File: config.mk
export PLATFORM = sky130hd
export DESIGN_NAME = gpio_irq_bank
export DESIGN_NICKNAME = d
export VERILOG_FILES = /design/src/rtl/gpio_bank_pkg.sv /design/src/rtl/gpio_in_sync.sv /design/src/rtl/gpio_event_detect.sv /design/src/rtl/gpio_irq_status.sv /design/src/rtl/gpio_irq_bank.sv
export SDC_FILE = /design/constraint.sdc
export NUM_CORES = 1
export LEC_CHECK = 0
export BUFFER_PORTS_ARGS = -buffer_cell sky130_fd_sc_hd__buf_2
export CORE_ASPECT_RATIO = 0.7
export CORE_MARGIN = 2
export CORE_UTILIZATION = 35
export CTS_CLUSTER_DIAMETER = 30
export DETAILED_ROUTE_END_ITERATION = 6
export GPL_TIMING_DRIVEN = 0
export HOLD_SLACK_MARGIN = 0.02
export PLACE_DENSITY = 0.61
export SETUP_SLACK_MARGIN = 0.15
export SLEW_MARGIN = 20
export SYNTH_ARGS = -nofsm -noshare
export SYNTH_HDL_FRONTEND = slang
export SYNTH_SLANG_ARGS = --single-unit
File: constraint.sdc
create_clock -name clk -period 4.16 [get_ports clk]
set_input_delay 0.208 -clock clk [delete_from_list [all_inputs] [get_ports clk]]
set_output_delay 0.208 -clock clk [all_outputs]
set_load 0.02 [all_outputs]
File: src/rtl/gpio_bank_pkg.sv
`timescale 1ns/1ps
package gpio_bank_pkg;

   // Word offsets of the register file
   localparam int unsigned OFS_LEVEL  = 0;
   localparam int unsigned OFS_DIR    = 1;
   localparam int unsigned OFS_LATCH  = 2;
   localparam int unsigned OFS_IEN    = 3;
   localparam int unsigned OFS_SENSEA = 4;
   localparam int unsigned OFS_SENSEB = 5;
   localparam int unsigned OFS_SENSEC = 6;
   localparam int unsigned OFS_STAT   = 7;
   localparam int unsigned OFS_LAST   = OFS_STAT;

   typedef enum logic [2:0] {
      SENSE_FALL = 3'd0,
      SENSE_RISE = 3'd1,
      SENSE_BOTH = 3'd2,
      SENSE_LOW  = 3'd3,
      SENSE_HIGH = 3'd4
   } sense_e;

   // a: edge/level polarity, b: level select, c: second-edge select
   function automatic sense_e decode_sense(input logic a, input logic b, input logic c);
      if (b)
         return a ? SENSE_HIGH : SENSE_LOW;
      else if (!a)
         return SENSE_FALL;
      else
         return c ? SENSE_BOTH : SENSE_RISE;
   endfunction

endpackage

File: src/rtl/gpio_in_sync.sv
`timescale 1ns/1ps
module gpio_in_sync #(
   parameter int unsigned WIDTH  = 32,
   parameter int unsigned STAGES = 2
) (
   input  logic             clk,
   input  logic             rst_n,
   input  logic [WIDTH-1:0] pin_i,
   output logic [WIDTH-1:0] sync_o,
   output logic [WIDTH-1:0] prev_o
);

   localparam int unsigned LAST = STAGES - 1;

   if (STAGES < 2) begin : g_bad_stages
      $error("gpio_in_sync: STAGES must be at least 2");
   end

   logic [WIDTH-1:0] stage_q [STAGES];
   logic [WIDTH-1:0] prev_q;

   for (genvar s = 0; s < STAGES; s++) begin : g_stage
      if (s == 0) begin : g_first
         always_ff @(posedge clk or negedge rst_n) begin
            if (!rst_n) stage_q[0] <= '0;
            else        stage_q[0] <= pin_i;
         end
      end else begin : g_next
         always_ff @(posedge clk or negedge rst_n) begin
            if (!rst_n) stage_q[s] <= '0;
            else        stage_q[s] <= stage_q[s-1];
         end
      end
   end

   // One more register holds the previous synchronized value for edge compare
   always_ff @(posedge clk or negedge rst_n) begin
      if (!rst_n) prev_q <= '0;
      else        prev_q <= stage_q[LAST];
   end

   assign sync_o = stage_q[LAST];
   assign prev_o = prev_q;

endmodule

File: src/rtl/gpio_event_detect.sv
`timescale 1ns/1ps
module gpio_event_detect
   import gpio_bank_pkg::*;
#(
   parameter int unsigned WIDTH = 32
) (
   input  logic [WIDTH-1:0] cur_i,
   input  logic [WIDTH-1:0] prev_i,
   input  logic [WIDTH-1:0] sense_a_i,
   input  logic [WIDTH-1:0] sense_b_i,
   input  logic [WIDTH-1:0] sense_c_i,
   output logic [WIDTH-1:0] edge_o,
   output logic [WIDTH-1:0] level_o
);

   for (genvar i = 0; i < WIDTH; i++) begin : g_pin
      logic   rise, fall, e_bit, l_bit;
      sense_e mode;

      assign rise = cur_i[i] & ~prev_i[i];
      assign fall = ~cur_i[i] & prev_i[i];
      assign mode = decode_sense(sense_a_i[i], sense_b_i[i], sense_c_i[i]);

      always_comb begin
         e_bit = 1'b0;
         l_bit = 1'b0;
         case (mode)
            SENSE_FALL: e_bit = fall;
            SENSE_RISE: e_bit = rise;
            SENSE_BOTH: e_bit = rise | fall;
            SENSE_LOW:  l_bit = ~cur_i[i];
            SENSE_HIGH: l_bit = cur_i[i];
            default:    e_bit = 1'b0;
         endcase
      end

      assign edge_o[i]  = e_bit;
      assign level_o[i] = l_bit;
   end

endmodule

File: src/rtl/gpio_irq_status.sv
`timescale 1ns/1ps
module gpio_irq_status #(
   parameter int unsigned WIDTH = 32
) (
   input  logic             clk,
   input  logic             rst_n,
   input  logic [WIDTH-1:0] edge_i,
   input  logic [WIDTH-1:0] level_i,
   input  logic [WIDTH-1:0] clear_i,
   input  logic [WIDTH-1:0] enable_i,
   output logic [WIDTH-1:0] stat_o,
   output logic             irq_o
);

   logic [WIDTH-1:0] stat_q;
   logic [WIDTH-1:0] stat_d;

   // Edge events beat a same-edge clear; a level clear wins for one cycle
   always_comb begin
      stat_d = (stat_q & ~clear_i) | edge_i | (level_i & ~clear_i);
   end

   always_ff @(posedge clk or negedge rst_n) begin
      if (!rst_n) stat_q <= '0;
      else        stat_q <= stat_d;
   end

   assign stat_o = stat_q;
   assign irq_o  = |(stat_q & enable_i);

endmodule

File: src/rtl/gpio_irq_bank.sv
`timescale 1ns/1ps
module gpio_irq_bank
   import gpio_bank_pkg::*;
#(
   parameter int unsigned PINS        = 32,
   parameter int unsigned DATA_W      = 32,
   parameter int unsigned ADDR_W      = 4,
   parameter int unsigned SYNC_STAGES = 2
) (
   input  logic              clk,
   input  logic              rst_n,
   input  logic              bus_sel,
   input  logic              bus_wr,
   input  logic [ADDR_W-1:0] bus_addr,
   input  logic [DATA_W-1:0] bus_wdata,
   output logic [DATA_W-1:0] bus_rdata,
   input  logic [PINS-1:0]   pin_in,
   output logic [PINS-1:0]   pin_out,
   output logic [PINS-1:0]   pin_oe,
   output logic              irq
);

   localparam int unsigned ADDR_SPAN = 1 << ADDR_W;

   if (PINS < 1 || PINS > DATA_W) begin : g_bad_pins
      $error("gpio_irq_bank: PINS must lie in 1..DATA_W");
   end
   if (ADDR_SPAN <= OFS_LAST) begin : g_bad_addr
      $error("gpio_irq_bank: ADDR_W too narrow for the register file");
   end

   logic            wr_en;
   logic [PINS-1:0] wdata;
   logic [PINS-1:0] latch_q, dir_q, ien_q, sa_q, sb_q, sc_q;
   logic [PINS-1:0] sync_lv, prev_lv;
   logic [PINS-1:0] edge_evt, level_hit, clr_mask, stat_q;
   logic [PINS-1:0] rsel;

   assign wr_en = bus_sel & bus_wr;
   assign wdata = bus_wdata[PINS-1:0];

   function automatic logic hit(input logic [ADDR_W-1:0] a, input int unsigned ofs);
      return a == ADDR_W'(ofs);
   endfunction

   // Control registers
   always_ff @(posedge clk or negedge rst_n) begin
      if (!rst_n) begin
         latch_q <= '0;
         dir_q   <= '0;
         ien_q   <= '0;
         sa_q    <= '0;
         sb_q    <= '0;
         sc_q    <= '0;
      end else if (wr_en) begin
         if (hit(bus_addr, OFS_LEVEL))  latch_q <= wdata;
         if (hit(bus_addr, OFS_DIR))    dir_q   <= wdata;
         if (hit(bus_addr, OFS_IEN))    ien_q   <= wdata;
         if (hit(bus_addr, OFS_SENSEA)) sa_q    <= wdata;
         if (hit(bus_addr, OFS_SENSEB)) sb_q    <= wdata;
         if (hit(bus_addr, OFS_SENSEC)) sc_q    <= wdata;
      end
   end

   assign clr_mask = (wr_en && hit(bus_addr, OFS_STAT)) ? wdata : '0;

   gpio_in_sync #(
      .WIDTH (PINS),
      .STAGES(SYNC_STAGES)
   ) u_sync (
      .clk   (clk),
      .rst_n (rst_n),
      .pin_i (pin_in),
      .sync_o(sync_lv),
      .prev_o(prev_lv)
   );

   gpio_event_detect #(
      .WIDTH(PINS)
   ) u_detect (
      .cur_i    (sync_lv),
      .prev_i   (prev_lv),
      .sense_a_i(sa_q),
      .sense_b_i(sb_q),
      .sense_c_i(sc_q),
      .edge_o   (edge_evt),
      .level_o  (level_hit)
   );

   gpio_irq_status #(
      .WIDTH(PINS)
   ) u_status (
      .clk     (clk),
      .rst_n   (rst_n),
      .edge_i  (edge_evt),
      .level_i (level_hit),
      .clear_i (clr_mask),
      .enable_i(ien_q),
      .stat_o  (stat_q),
      .irq_o   (irq)
   );

   // Read mux
   always_comb begin
      rsel = '0;
      if      (hit(bus_addr, OFS_LEVEL))  rsel = sync_lv;
      else if (hit(bus_addr, OFS_DIR))    rsel = dir_q;
      else if (hit(bus_addr, OFS_LATCH))  rsel = latch_q;
      else if (hit(bus_addr, OFS_IEN))    rsel = ien_q;
      else if (hit(bus_addr, OFS_SENSEA)) rsel = sa_q;
      else if (hit(bus_addr, OFS_SENSEB)) rsel = sb_q;
      else if (hit(bus_addr, OFS_SENSEC)) rsel = sc_q;
      else if (hit(bus_addr, OFS_STAT))   rsel = stat_q;
   end

   if (PINS == DATA_W) begin : g_full_word
      assign bus_rdata = rsel;
   end else begin : g_pad_word
      assign bus_rdata = {{(DATA_W-PINS){1'b0}}, rsel};
   end

   assign pin_out = latch_q;
   assign pin_oe  = dir_q;

endmodule

* Word level (Yosys, flattened, before mapping) *
Cells that the tools add are included.
W data, S select, Z words.

operators by class
  eq/ne operators = 135
  mux-type cells = 201
  bitwise logic cells = 167
  reductions and logical operators = 41

operators with widths
  operator              number
  $mux W3               96
  $mux W32              9
  $eq A3 B2 Y1 const B  64
  $and A32 B32 Y32      3
  $eq A3 B1 Y1 const B  32
  $eq A3 B3 Y1 const B  32
  $logic_not A3 Y1      32
  $pmux W1 S3           32
  $and A1 B1 Y1         65
  $mux W2               32
  $not A1 Y1            64
  $or A32 B32 Y32       2
  $pmux W1 S2           32
  $not A32 Y32          1
  $or A1 B1 Y1          32
  $reduce_or A32 Y1     1
  $eq A4 B3 Y1 const B  4
  $reduce_and A2 Y1     6
  $eq A4 B2 Y1 const B  2
  $eq A4 B1 Y1 const B  1
  $logic_not A4 Y1      1
  $logic_and A1 B1 Y1   1

word-level totals
  flip-flop bits (word level) = 320
  input bits = 72

* Depth between registers and ports, before layout *
Gate-level depths: netlist (run 1).

  depth in word-level cells = 9
  gate-level depth with buffers = 7

* Modules after synthesis *
A second synthesis (run 1) with hierarchy kept.

unflattened totals
  cell total of the unflattened synthesis = 1424
  area total of the unflattened synthesis = 17192.7 um2

modules (own cells, without submodules)
  module             instances  cells each  area an instance (um2)
  gpio_irq_bank      1          789         10030.9
  gpio_event_detect  1          390         3190.6
  gpio_in_sync       1          128         2642.5
  gpio_irq_status    1          117         1328.8

* Least setup slack after synthesis (run 1) *
OpenSTA, ideal clock, no wires.

  path type = input port to output port
  start = in bus_addr[1]
  end = out bus_rdata[10]
  data arrival time = 1.597 ns
  slack = 2.355 ns
  cell stages on the path = 6
  buffers on the path = 2
  path through = buf_2 > nor4b_1 > buf_2 > o2bb2ai_1 > a211oi_1 > o22ai_1

between the ends
  longest elaborated chain between the ends = 9
  elaborated cells on any way between the ends = 16
  classes of those cells = eq/ne (7); mux (8); reduce/logical (1)

ends and longest elaborated chain
  item             RTL line              text
  start, declared  gpio_irq_bank.sv:14   input logic [ADDR_W-1:0] bus_addr,
  $eq A4 B3 Y1     gpio_irq_bank.sv:43   return a == ADDR_W'(ofs);
  $mux W32         gpio_irq_bank.sv:113  else if (hit(bus_addr, OFS_STAT)) rsel = stat_q;
  $mux W32         gpio_irq_bank.sv:112  else if (hit(bus_addr, OFS_SENSEC)) rsel = sc_q;
  $mux W32         gpio_irq_bank.sv:111  else if (hit(bus_addr, OFS_SENSEB)) rsel = sb_q;
  $mux W32         gpio_irq_bank.sv:110  else if (hit(bus_addr, OFS_SENSEA)) rsel = sa_q;
  $mux W32         gpio_irq_bank.sv:109  else if (hit(bus_addr, OFS_IEN)) rsel = ien_q;
  $mux W32         gpio_irq_bank.sv:108  else if (hit(bus_addr, OFS_LATCH)) rsel = latch_q;
  $mux W32         gpio_irq_bank.sv:107  else if (hit(bus_addr, OFS_DIR)) rsel = dir_q;
  $mux W32 (*)     gpio_irq_bank.sv:106  if (hit(bus_addr, OFS_LEVEL)) rsel = sync_lv;
  end, declared    gpio_irq_bank.sv:16   output logic [DATA_W-1:0] bus_rdata,

Every way passes the cells marked *; elsewhere a longest branch is shown, timed or not.

* Worst setup path after layout (run 1) *
  start = in bus_addr[0]
  end = out bus_rdata[17]

The elaborated chain is that of the path after synthesis.

==> flow_summary.toml, run 1 <==
[outcome]
status = "finished clean"

[finish]
nets = 1681
antenna_cells = 0
syn_to_final_growth_pct = 30.7
nFillCells = 3955
drive_gt1_frac = 0.331

[grt]
antenna_found_initial = 4
grt.overflow.total = 0
grtUsageTotal = 0.212
grt_pass1_vias = 11800
grt_max_degree = 97
grt_pass1_wl_um = 72300

[pwr]
p_leak_nw = 9.59
combPwrFrac = 0.143
p_int_w = 0.00817
peakVddDrop_uv = 301
p_total_w = 0.0113
p_clk_frac = 0.503
p_sw_w = 0.00311
p_per_area_nw_per_um2 = 558
seqPwrFrac = 0.354
swShare = 0.276

[route]
first_pass_iters = 6
drc = 0
top_layer = "met5"
avgRoutedWirePerCell_um = 22.1
drt-initial-drc-count = 827
met3_length_um = 3880
drt_wl_total_um = 48400
ant_nets = 0
wl_met1_um = 21600
wl_met2_um = 20900
vias = 11500
drt-vias-per-instance = 5.27

[synth]
synthesis.nets = 1374
yosys.area.top_type = "dfrtp_1"
synth_cell_types = 37
synth_area_um2 = 15500
synth_cells = 1238
yosysWarnings = 0
synth.top_cell.area_share = 0.518
synth_seq_cells = 320
synth_area_leaders = "dfrtp_1 (52%), mux2_2 (13%), ha_1 (5.2%)"
synth-main-ff-cell = "dfrtp_1"
synth-edff-count = 0
syn_area_per_cell_um2 = 12.5
synth-seq-area-share = 0.518
synth-async-reset-ratio = 1.00

[clock_network]
cts_resized = 0
clk_latency_ns = 0.59
cts_buffers = 70
h-tree-depth = 3
clock-sinks = 320
path_clk_slew_ns = 0.04
cts_tree = "done"
clockRootBuffer = "clkbuf_16"
cts_buffer_depth = 3

[timing]
timing.final.crit_period_ns = 2.89
hold_viol = 0
setup_violations = 0
rsz0062_at_grt = "false"
finalClockSkew_ns = 0.0271
finalHoldWorstSlack_ns = 0.127
fmax_ghz = 0.346
period_share = 0.695
drv_slew = 0
max_slew_margin = 0.277
tightest_slew_ns = 1.08

[critical_path]
end_kind = "output port"
startpoint_type = "input pin"
crit_chain = "buf_2 -> buf_4 -> buf_4 -> buf_4 -> clkbuf_1 -> a31oi_1 -> o22ai_1 -> buf_2"
crit_path_top_delay_cell = "clkbuf_1"
r2r_start = "u_sync.sync_o[19]"
slowest_delay_ns = 0.68
r2r_cells = 6
ff2ff_setup_slack_ns = 2.77
cp_max_fo = 10
regToRegEndpoint = "u_status.stat_o[19]"
worstPathRequired_ns = 3.95
path_common_cell = "buf_4"
crit_type = "in -> out"
cp.arrival_ns = 2.69

[floorplanning]
die_w_um = 255
fp.dieH_um = 180
io_pins = 169
rows = 64
die_area_um2 = 45900
core_area_um2 = 43600
initial_utilization = 0.354

[placed_design]
portBuffers = 167
gp_congestion = 0.856
dp.final_hpwl_um = 32800

[job]
maxCapViolCount = 0

[min_path]
hp-class = "in -> async"
## cells by family after synthesis
family	synth area share
flip-flops	0.518
multiplexers	0.221
AO/OA/AOI/OAI	0.102
AND/OR/NAND/NOR	0.0553
buffers and inverters	0.0341
adder cells (fa/ha/maj)	0.0518
XOR/XNOR	0.0181
## stage by stage
stage	area (um^2)	instances	worst slack [ns]	util	TNS, ns
after floorplan	15500	1238	2.35	-	0
after global placement	17000	1999	-3.54	0.391	-1122.23
after detailed placement	17100	2002	1.40	0.393	0
after CTS	20200	2193	1.38	0.463	0
after global routing	20200	2193	1.25	0.463	0
final	20200	2193	1.27	0.463	0
## layer usage
metal  vias to the layer above  track usage
met5                         -            0
met4                         6       0.0882
met3                       117       0.0636
met2                       424        0.308
met1                      5892        0.293
li1                       5108            -
## final cells by class
class	instances	area, um^2	area share
clock inverters	37	462	0.0228
flip-flops and latches	320	8010	0.396
well taps	594	743	0.0368
inverters	65	244	0.0121
clock buffers	89	1970	0.0972
plain buffers	60	285	0.0141
multi-input cells	793	6930	0.343
repair buffers	235	1580	0.0781
## cell usage in the layout (no fill, tap or decap), drive strengths merged, types with 2 or more instances in the layout
cell type | Yosys | routed
dfrtp | 320 | 320
buf | 44 | 213
nor3 | 2 | 2
bufinv | 0 | 8
nand2 | 3 | 3
clkbuf | 16 | 106
nor2b | 6 | 6
a31oi | 22 | 22
nand2b | 63 | 63
xnor2 | 32 | 32
a22oi | 16 | 16
a21oi | 55 | 55
nand4 | 4 | 4
clkinv | 0 | 15
inv | 65 | 72
mux2i | 55 | 55
o21ai | 63 | 63
nand3 | 32 | 32
ha | 64 | 64
mux4 | 20 | 20
o22ai | 22 | 22
nor2 | 37 | 37
a211oi | 22 | 22
o2bb2ai | 22 | 22
clkinvlp | 0 | 7
a21o | 32 | 32
dlygate4sd3 | 0 | 65
mux2 | 214 | 214
## registers in the layout, indices dropped and copies added (netlist names)
signal / cells
ien_q: 32
pin_oe: 32
pin_out: 32
sa_q: 32
sb_q: 32
sc_q: 32
u_status.stat_o: 32
u_sync.prev_o: 32
u_sync.stage_q: 32
u_sync.sync_o: 32
## power groups by stage
stage / clock, W / combinational [W] / sequential (W)
4_1_cts: 0.00576 / 0.00162 / 0.00399
3_3_place_gp: 0 / 0.00151 / 0.00401
2_1_floorplan: 0 / 0.000890 / 0.00403
5_1_grt: 0.00593 / 0.00175 / 0.00406
6_report: 0.00567 / 0.00161 / 0.00400
3_5_place_dp: 0 / 0.00156 / 0.00403
## Yosys cell counts (2+ instances only)
| cell type | n |
|---|---|
| dfrtp_1 | 320 |
| nand2b_1 | 63 |
| a21oi_1 | 55 |
| nand3_1 | 31 |
| a31oi_1 | 22 |
| mux2i_1 | 55 |
| nor2b_1 | 6 |
| mux2_2 | 174 |
| nor3_2 | 2 |
| mux2_1 | 40 |
| ha_1 | 64 |
| nor2_1 | 36 |
| xnor2_1 | 32 |
| buf_4 | 4 |
| mux4_2 | 20 |
| a22oi_1 | 16 |
| inv_1 | 64 |
| a21o_1 | 32 |
| buf_2 | 35 |
| nand4_1 | 4 |
| o22ai_1 | 22 |
| nand2_1 | 3 |
| o21ai_0 | 63 |
| a211oi_1 | 22 |
| buf_1 | 5 |
| o2bb2ai_1 | 22 |
| clkbuf_1 | 16 |
## how the worst max path moves through the flow
stage,endpoint,from,slack [ns],cells past startpoint
6_report,bus_rdata[17],bus_addr[0],1.27,8
5_1_grt,bus_rdata[17],bus_addr[0],1.25,8
3_3_place_gp,u_sync.stage_q[35],rst_n,-3.54,1
2_1_floorplan,bus_rdata[10],bus_addr[1],2.35,6
3_5_place_dp,bus_rdata[17],bus_addr[0],1.40,8
4_1_cts,bus_rdata[17],bus_addr[0],1.38,8
## repair_timing
item / CTS / global route
hold buffers: 65 / 0
endpoints found under the hold margin: 408 / 0
buffers inserted: 0 / 0
## critical path: cells and delay by family
kind                   cells  cell delay, ns
AOI/OAI and AO/OA          2            0.63
buffers and inverters      6            1.82
Power figures use the tool's default switching activity.
==> run 2: changes to the inputs <==
--- a/config.mk
+++ b/config.mk
@@ -5,6 +5,7 @@
 export SDC_FILE = /design/constraint.sdc
 export NUM_CORES = 1
 export LEC_CHECK = 0
+export ABC_AREA = 1
 export BUFFER_PORTS_ARGS = -buffer_cell sky130_fd_sc_hd__buf_2
 export CORE_ASPECT_RATIO = 0.7
 export CORE_MARGIN = 2
@@ -13,7 +14,7 @@
 export DETAILED_ROUTE_END_ITERATION = 6
 export GPL_TIMING_DRIVEN = 0
 export HOLD_SLACK_MARGIN = 0.02
-export PLACE_DENSITY = 0.61
+export PLACE_DENSITY = 0.63
 export SETUP_SLACK_MARGIN = 0.15
 export SLEW_MARGIN = 20
 export SYNTH_ARGS = -nofsm -noshare
==> constraint.sdc (replaced) <==
create_clock -name clk -period 2.3 [get_ports clk]
set_input_delay 0.115 -clock clk [delete_from_list [all_inputs] [get_ports clk]]
set_output_delay 0.115 -clock clk [all_outputs]
set_load 0.02 [all_outputs]
==> run 2 against run 1 <==
- power is 72% higher
- combinational power grew 61%
- sequential share of layout area grew 1.4 points
- wire length up 3.8%
- die area is 3.2% lower
- clock power increased by 71%
- hold slack lost 0.042 ns
- sequential cell count unchanged
- largest power group unchanged
- utilization is 0.10 points lower
- final area decreased by 3.4%
==> flow_summary.toml, run 2 <==
[clock_network]
clock-sinks = 320
h-tree-depth = 3
cts_tree = "done"
post_cts_buffers = 0
cts_buffers = 68
clk_latency_ns = 0.58
cts_buffer_depth = 3
clockRootBuffer = "clkbuf_16"
path_clk_slew_ns = 0.05

[finish]
nets = 2188
layout_common_cells = "nand2_1 (421), dfrtp_1 (320), buf_2 (198)"
drive_gt1_frac = 0.164
final_common_cell = "nand2_1"
syn_to_final_growth_pct = 30.6
nFillCells = 4051
fin_area_um2 = 19500
final_util = 0.462

[timing]
period_share = 0.912
hold_viol = 0
drv_slew = 0
finalClockSkew_ns = 0.0195
tightest_slew_ns = 0.973
setup_violations = 0
timing.final.crit_period_ns = 2.10
rsz0062_at_grt = "false"
max_slew_margin = 0.351
fmax_ghz = 0.477

[synth]
synth-seq-area-share = 0.535
synth_area_um2 = 15000
yosys.area.top_type = "dfrtp_1"
synth_common_cells = "nand2_1 (421), dfrtp_1 (320), inv_1 (187), o21ai_0 (180), nand3_1 (152)"
synth-async-reset-ratio = 1.00
yosysMostFrequentCell = "nand2_1"
synth_area_leaders = "dfrtp_1 (54%), nand2_1 (11%), o21ai_0 (6.0%)"
synth_cells = 1748
synthesis.nets = 1884
syn_area_per_cell_um2 = 8.56
synth_seq_cells = 320
synth-edff-count = 0
yosysWarnings = 0
synth.top_cell.area_share = 0.535
synth-main-ff-cell = "dfrtp_1"
synth_cell_types = 26

[critical_path]
startpoint = "bus_addr[2]"
ff2ff_setup_slack_ns = 0.84
regToRegEndpoint = "u_status.stat_o[5]"
cp_max_fo = 10
startpoint_type = "input pin"
r2r_cells = 6
endpoint = "bus_rdata[21]"
worstPathRequired_ns = 2.18
crit_type = "in -> out"
r2r_start = "u_sync.sync_o[5]"
cp.arrival_ns = 1.98
end_kind = "output port"

[placed_design]
gp_congestion = 0.889
dpl_cell_area_um2 = 16600
portBuffers = 166
dp.final_hpwl_um = 33100

[floorplanning]
rows = 63
die_w_um = 251
fp.dieH_um = 177
die_area_um2 = 44400
initial_utilization = 0.354
core_area_um2 = 42300
io_pins = 169

[pwr]
p_leak_nw = 9.52
peakVddDrop_uv = 511
p_per_area_nw_per_um2 = 993

[outcome]
status = "finished clean"

[grt]
antenna_found_initial = 2
grt_pass1_wl_um = 77400
grt_pass1_vias = 13600
grt_max_degree = 92
grtUsageTotal = 0.228
grt.overflow.total = 0

[route]
drt_wl_total_um = 50200
drc = 0
first_pass_iters = 5
vias = 13900
ant_nets = 0
avgRoutedWirePerCell_um = 18.9
drt-vias-per-instance = 5.25
drt-initial-drc-count = 1647

[min_path]
hp-class = "in -> reg"

[job]
maxCapViolCount = 0
-- run 2: changes by cell type in the layout (fill, tap and decap cells not counted), moves of 63 or more --
cell | before | now
mux2_2 | 174 | 0
nand2_1 | 3 | 421
nand2b_1 | 63 | 0
inv_1 | 64 | 187
o21ai_1 | 0 | 86
o21ai_0 | 63 | 180
nand3_1 | 31 | 152
-- run 2: power breakdown --
group	internal, W	total [W]	switching, W
combinational	0.000957	0.00259	0.00164
sequential	0.00638	0.00708	0.000701
clock	0.00648	0.00972	0.00324
total	0.0138	0.0194	0.00558
-- run 2: how the worst min path moves through the flow --
| stage | startpoint | end | depth (start not counted) |
|---|---|---|---|
| global route | bus_addr[3] | ien_q[0] | 5 |
| detailed placement | rst_n | u_sync.sync_o[4] | 1 |
| finish | bus_addr[3] | ien_q[0] | 5 |
| CTS | bus_addr[3] | ien_q[0] | 5 |
| global placement | pin_in[14] | u_sync.stage_q[46] | 1 |
| floorplan | rst_n | ien_q[0] | 0 |
-- run 2: cell families (layout without fill, tap and decap cells) --
logic type,Yosys count,after routing,synth area share
other cells,0,2,0
fa+ha+maj,64,64,0.0535
compound gates,356,356,0.126
simple gates,738,738,0.214
buf+inv,270,626,0.0713
flops,320,320,0.535
-- run 2: area by class of cell --
class,count,area [um^2],share of cell area
multi-input combinational,1158,5880,0.301
inverter,191,717,0.0367
timing repair buffer,234,1570,0.0806
sequential,320,8010,0.410
clock inverter,37,417,0.0213
buffer,79,358,0.0183
tap,552,691,0.0354
clock buffer,85,1880,0.0962
antenna,2,5.00,0.000256
-- run 2: repair_timing --
item                                    4_1_cts  5_1_grt
gates resized for setup                       5        6
hold endpoints to repair                    395        0
cloned                                        0        0
hold buffers                                 65        0
endpoints found under the setup margin        5       13
-- run 2: per-layer routing --
layer  vias to the layer above  GRT usage  wire length [um]
met5                         -     0.0143                69
met4                         2      0.117              1990
met3                       116     0.0569              4750
met2                       718      0.337             21900
met1                      6715      0.309             21500
li1                       6398          -                 -
-- run 2: worst max-delay path, stage by stage --
cell      delay, ns
buf_2          0.14
nor2_4         0.18
inv_2          0.09
nor3_4         0.33
clkbuf_2       0.43
nand2_1        0.22
nand4_1        0.25
buf_2          0.21
-- run 2: metrics by stage --
stage	hold slack, ns	total power (W)	setup WS [ns]	setup TNS [ns]	cells
3_3_place_gp	0.223	0.00950	-5.20	-1652.13	2466
3_5_place_dp	0.111	0.00962	-0.109	-0.109	2469
4_1_cts	0.0596	0.0195	0.125	0	2656
6_report	0.0846	0.0194	0.203	0	2658
5_1_grt	0.125	0.0203	0.165	0	2658
2_1_floorplan	-0.181	0.00854	1.01	0	1748
==> run 3: changes to the inputs <==
--- a/config.mk
+++ b/config.mk
@@ -15,6 +15,7 @@
 export GPL_TIMING_DRIVEN = 0
 export HOLD_SLACK_MARGIN = 0.02
 export PLACE_DENSITY = 0.63
+export RECOVER_POWER = 50
 export SETUP_SLACK_MARGIN = 0.15
 export SLEW_MARGIN = 20
 export SYNTH_ARGS = -nofsm -noshare
==> run 3 against run 2 <==
- the flow now finishes with violations (design-rule violations)
- die area did not move
- count of clock-buffer cells in the layout did not move
- utilization fell by 0.14 points
- fmax fell by 2.6%
- setup slack got worse by 0.055 ns
- final cell count did not move
- hold slack improved by 0.0088 ns
- first-iteration DRC count fell by 2.3%
- largest power group unchanged
- largest cell class unchanged
- power barely moved
==> flow_summary.toml, run 3 (synthesized netlist as in run 2, its figures left out) <==
[outcome]
status = "finished, violations left"
violations = "design-rule violations"

[timing]
finalHoldWorstSlack_ns = 0.0934
fmax_ghz = 0.465
setup_violations = 0
finalClockSkew_ns = 0.0195
drv_slew = 0
timing.final.crit_period_ns = 2.15
rsz0062_at_grt = "false"
hold_viol = 0
max_slew_margin = 0.161
period_share = 0.936
tightest_slew_ns = 1.26
setup_tns_ns = 0

[clock_network]
clk_latency_ns = 0.59
cts_buffers = 68
post_cts_buffers = 0
clockRootBuffer = "clkbuf_16"
clock-sinks = 320
cts_tree = "done"
path_clk_slew_ns = 0.04
cts_buffer_depth = 3
h-tree-depth = 3

[critical_path]
crit_type = "in -> out"
cp_max_fo = 10
end_kind = "output port"
r2r_start = "u_sync.sync_o[31]"
startpoint_type = "input pin"
worstPathRequired_ns = 2.18
ff2ff_setup_slack_ns = 0.83
regToRegEndpoint = "u_status.stat_o[31]"
cp.arrival_ns = 2.04
r2r_cells = 6

[placed_design]
gp_congestion = 0.889
dp.cells = 2469
dpl_cell_area_um2 = 16600
dp.final_hpwl_um = 33100
portBuffers = 166

[floorplanning]
core_area_um2 = 42300
fp.dieH_um = 177
initial_utilization = 0.354
io_pins = 169
die_area_um2 = 44400
die_w_um = 251
rows = 63

[grt]
grt_pass1_wl_um = 77400
grt_max_degree = 92
grtUsageTotal = 0.228
antenna_found_initial = 2
grt.overflow.total = 0
grt_pass1_vias = 13600

[pwr]
p_total_w = 0.0194
peakVddDrop_uv = 512
p_per_area_nw_per_um2 = 996
p_leak_nw = 9.50

[job]
maxCapViolCount = 0

[finish]
nets = 2188
drive_gt1_frac = 0.157
fin_area_um2 = 19500
syn_to_final_growth_pct = 30.2
instances_no_fill = 2658
final_common_cell = "nand2_1"
layout_common_cells = "nand2_1 (422), dfrtp_1 (320), o21ai_0 (193)"

[route]
drt-initial-drc-count = 1609
drc = 1
avgRoutedWirePerCell_um = 18.9
ant_nets = 0
first_pass_iters = 7
vias = 13900
drt-vias-per-instance = 5.24
drt_wl_total_um = 50300

[min_path]
hp-class = "in -> async"
run 3: changes by cell type in the layout (fill, tap and decap cells not counted), moves of 3 or more:
cell | before | now
o21ai_0 | 180 | 193
o21ai_1 | 86 | 73
buf_2 | 198 | 191
clkbuf_1 | 42 | 49
nand3_1 | 152 | 155
nand3_2 | 3 | 0
run 3: layout make-up:
cell class / instances / area (um^2)
Inverter: 191 / 717
Tap cell: 552 / 691
Fill cell: 4063 / 22800
Antenna cell: 2 / 5.00
Buffer: 79 / 352
Clock inverter: 37 / 417
Multi-Input combinational cell: 1158 / 5850
Clock buffer: 85 / 1880
Sequential cell: 320 / 8010
Timing Repair Buffer: 234 / 1550
run 3: what timing repair did:
item,in CTS,in global routing
endpoints found under the setup margin,5,13
gates resized for setup,5,6
hold buffers,65,0
endpoints found under the hold margin,395,0
pin swaps,0,0
run 3: where the power goes:
part	total, W	switching [W]	internal (W)
Clock	0.00973	0.00325	0.00648
Combinational	0.00258	0.00164	0.000947
Sequential	0.00708	0.000703	0.00638
run 3: worst max path at each step:
stage	slack [ns]	to	cells after the start	startpoint
3_3_place_gp	-5.20	u_sync.stage_q[48]	1	rst_n
4_1_cts	0.12	bus_rdata[21]	8	bus_addr[2]
2_1_floorplan	1.01	bus_rdata[0]	6	bus_addr[1]
6_report	0.15	bus_rdata[21]	8	bus_addr[2]
3_5_place_dp	-0.11	bus_rdata[21]	8	bus_addr[2]
5_1_grt	0.1	bus_rdata[20]	10	bus_addr[2]
run 3: metal layers:
layer | GRT usage | vias to the layer above | part of all wire
met3 | 0.0569 | 120 | 0.091
met5 | 0.0143 | - | 0.0012
met4 | 0.117 | 2 | 0.040
met2 | 0.337 | 694 | 0.43
li1 | - | 6398 | -
met1 | 0.309 | 6706 | 0.43
run 3: worst max-delay path, cell delays in order:
cell	delay (ns)
clkbuf_1	0.16
nor2_4	0.21
inv_2	0.10
nor3_4	0.35
clkbuf_2	0.43
nand2_1	0.21
nand4_1	0.24
buf_2	0.21
run 3: per-stage QoR:
step / util / setup WS (ns)
after floorplan: - / 1.01
after global placement: 0.390 / -5.20
after detailed placement: 0.392 / -0.109
after CTS: 0.462 / 0.125
after global routing: 0.461 / 0.0965
final: 0.461 / 0.148
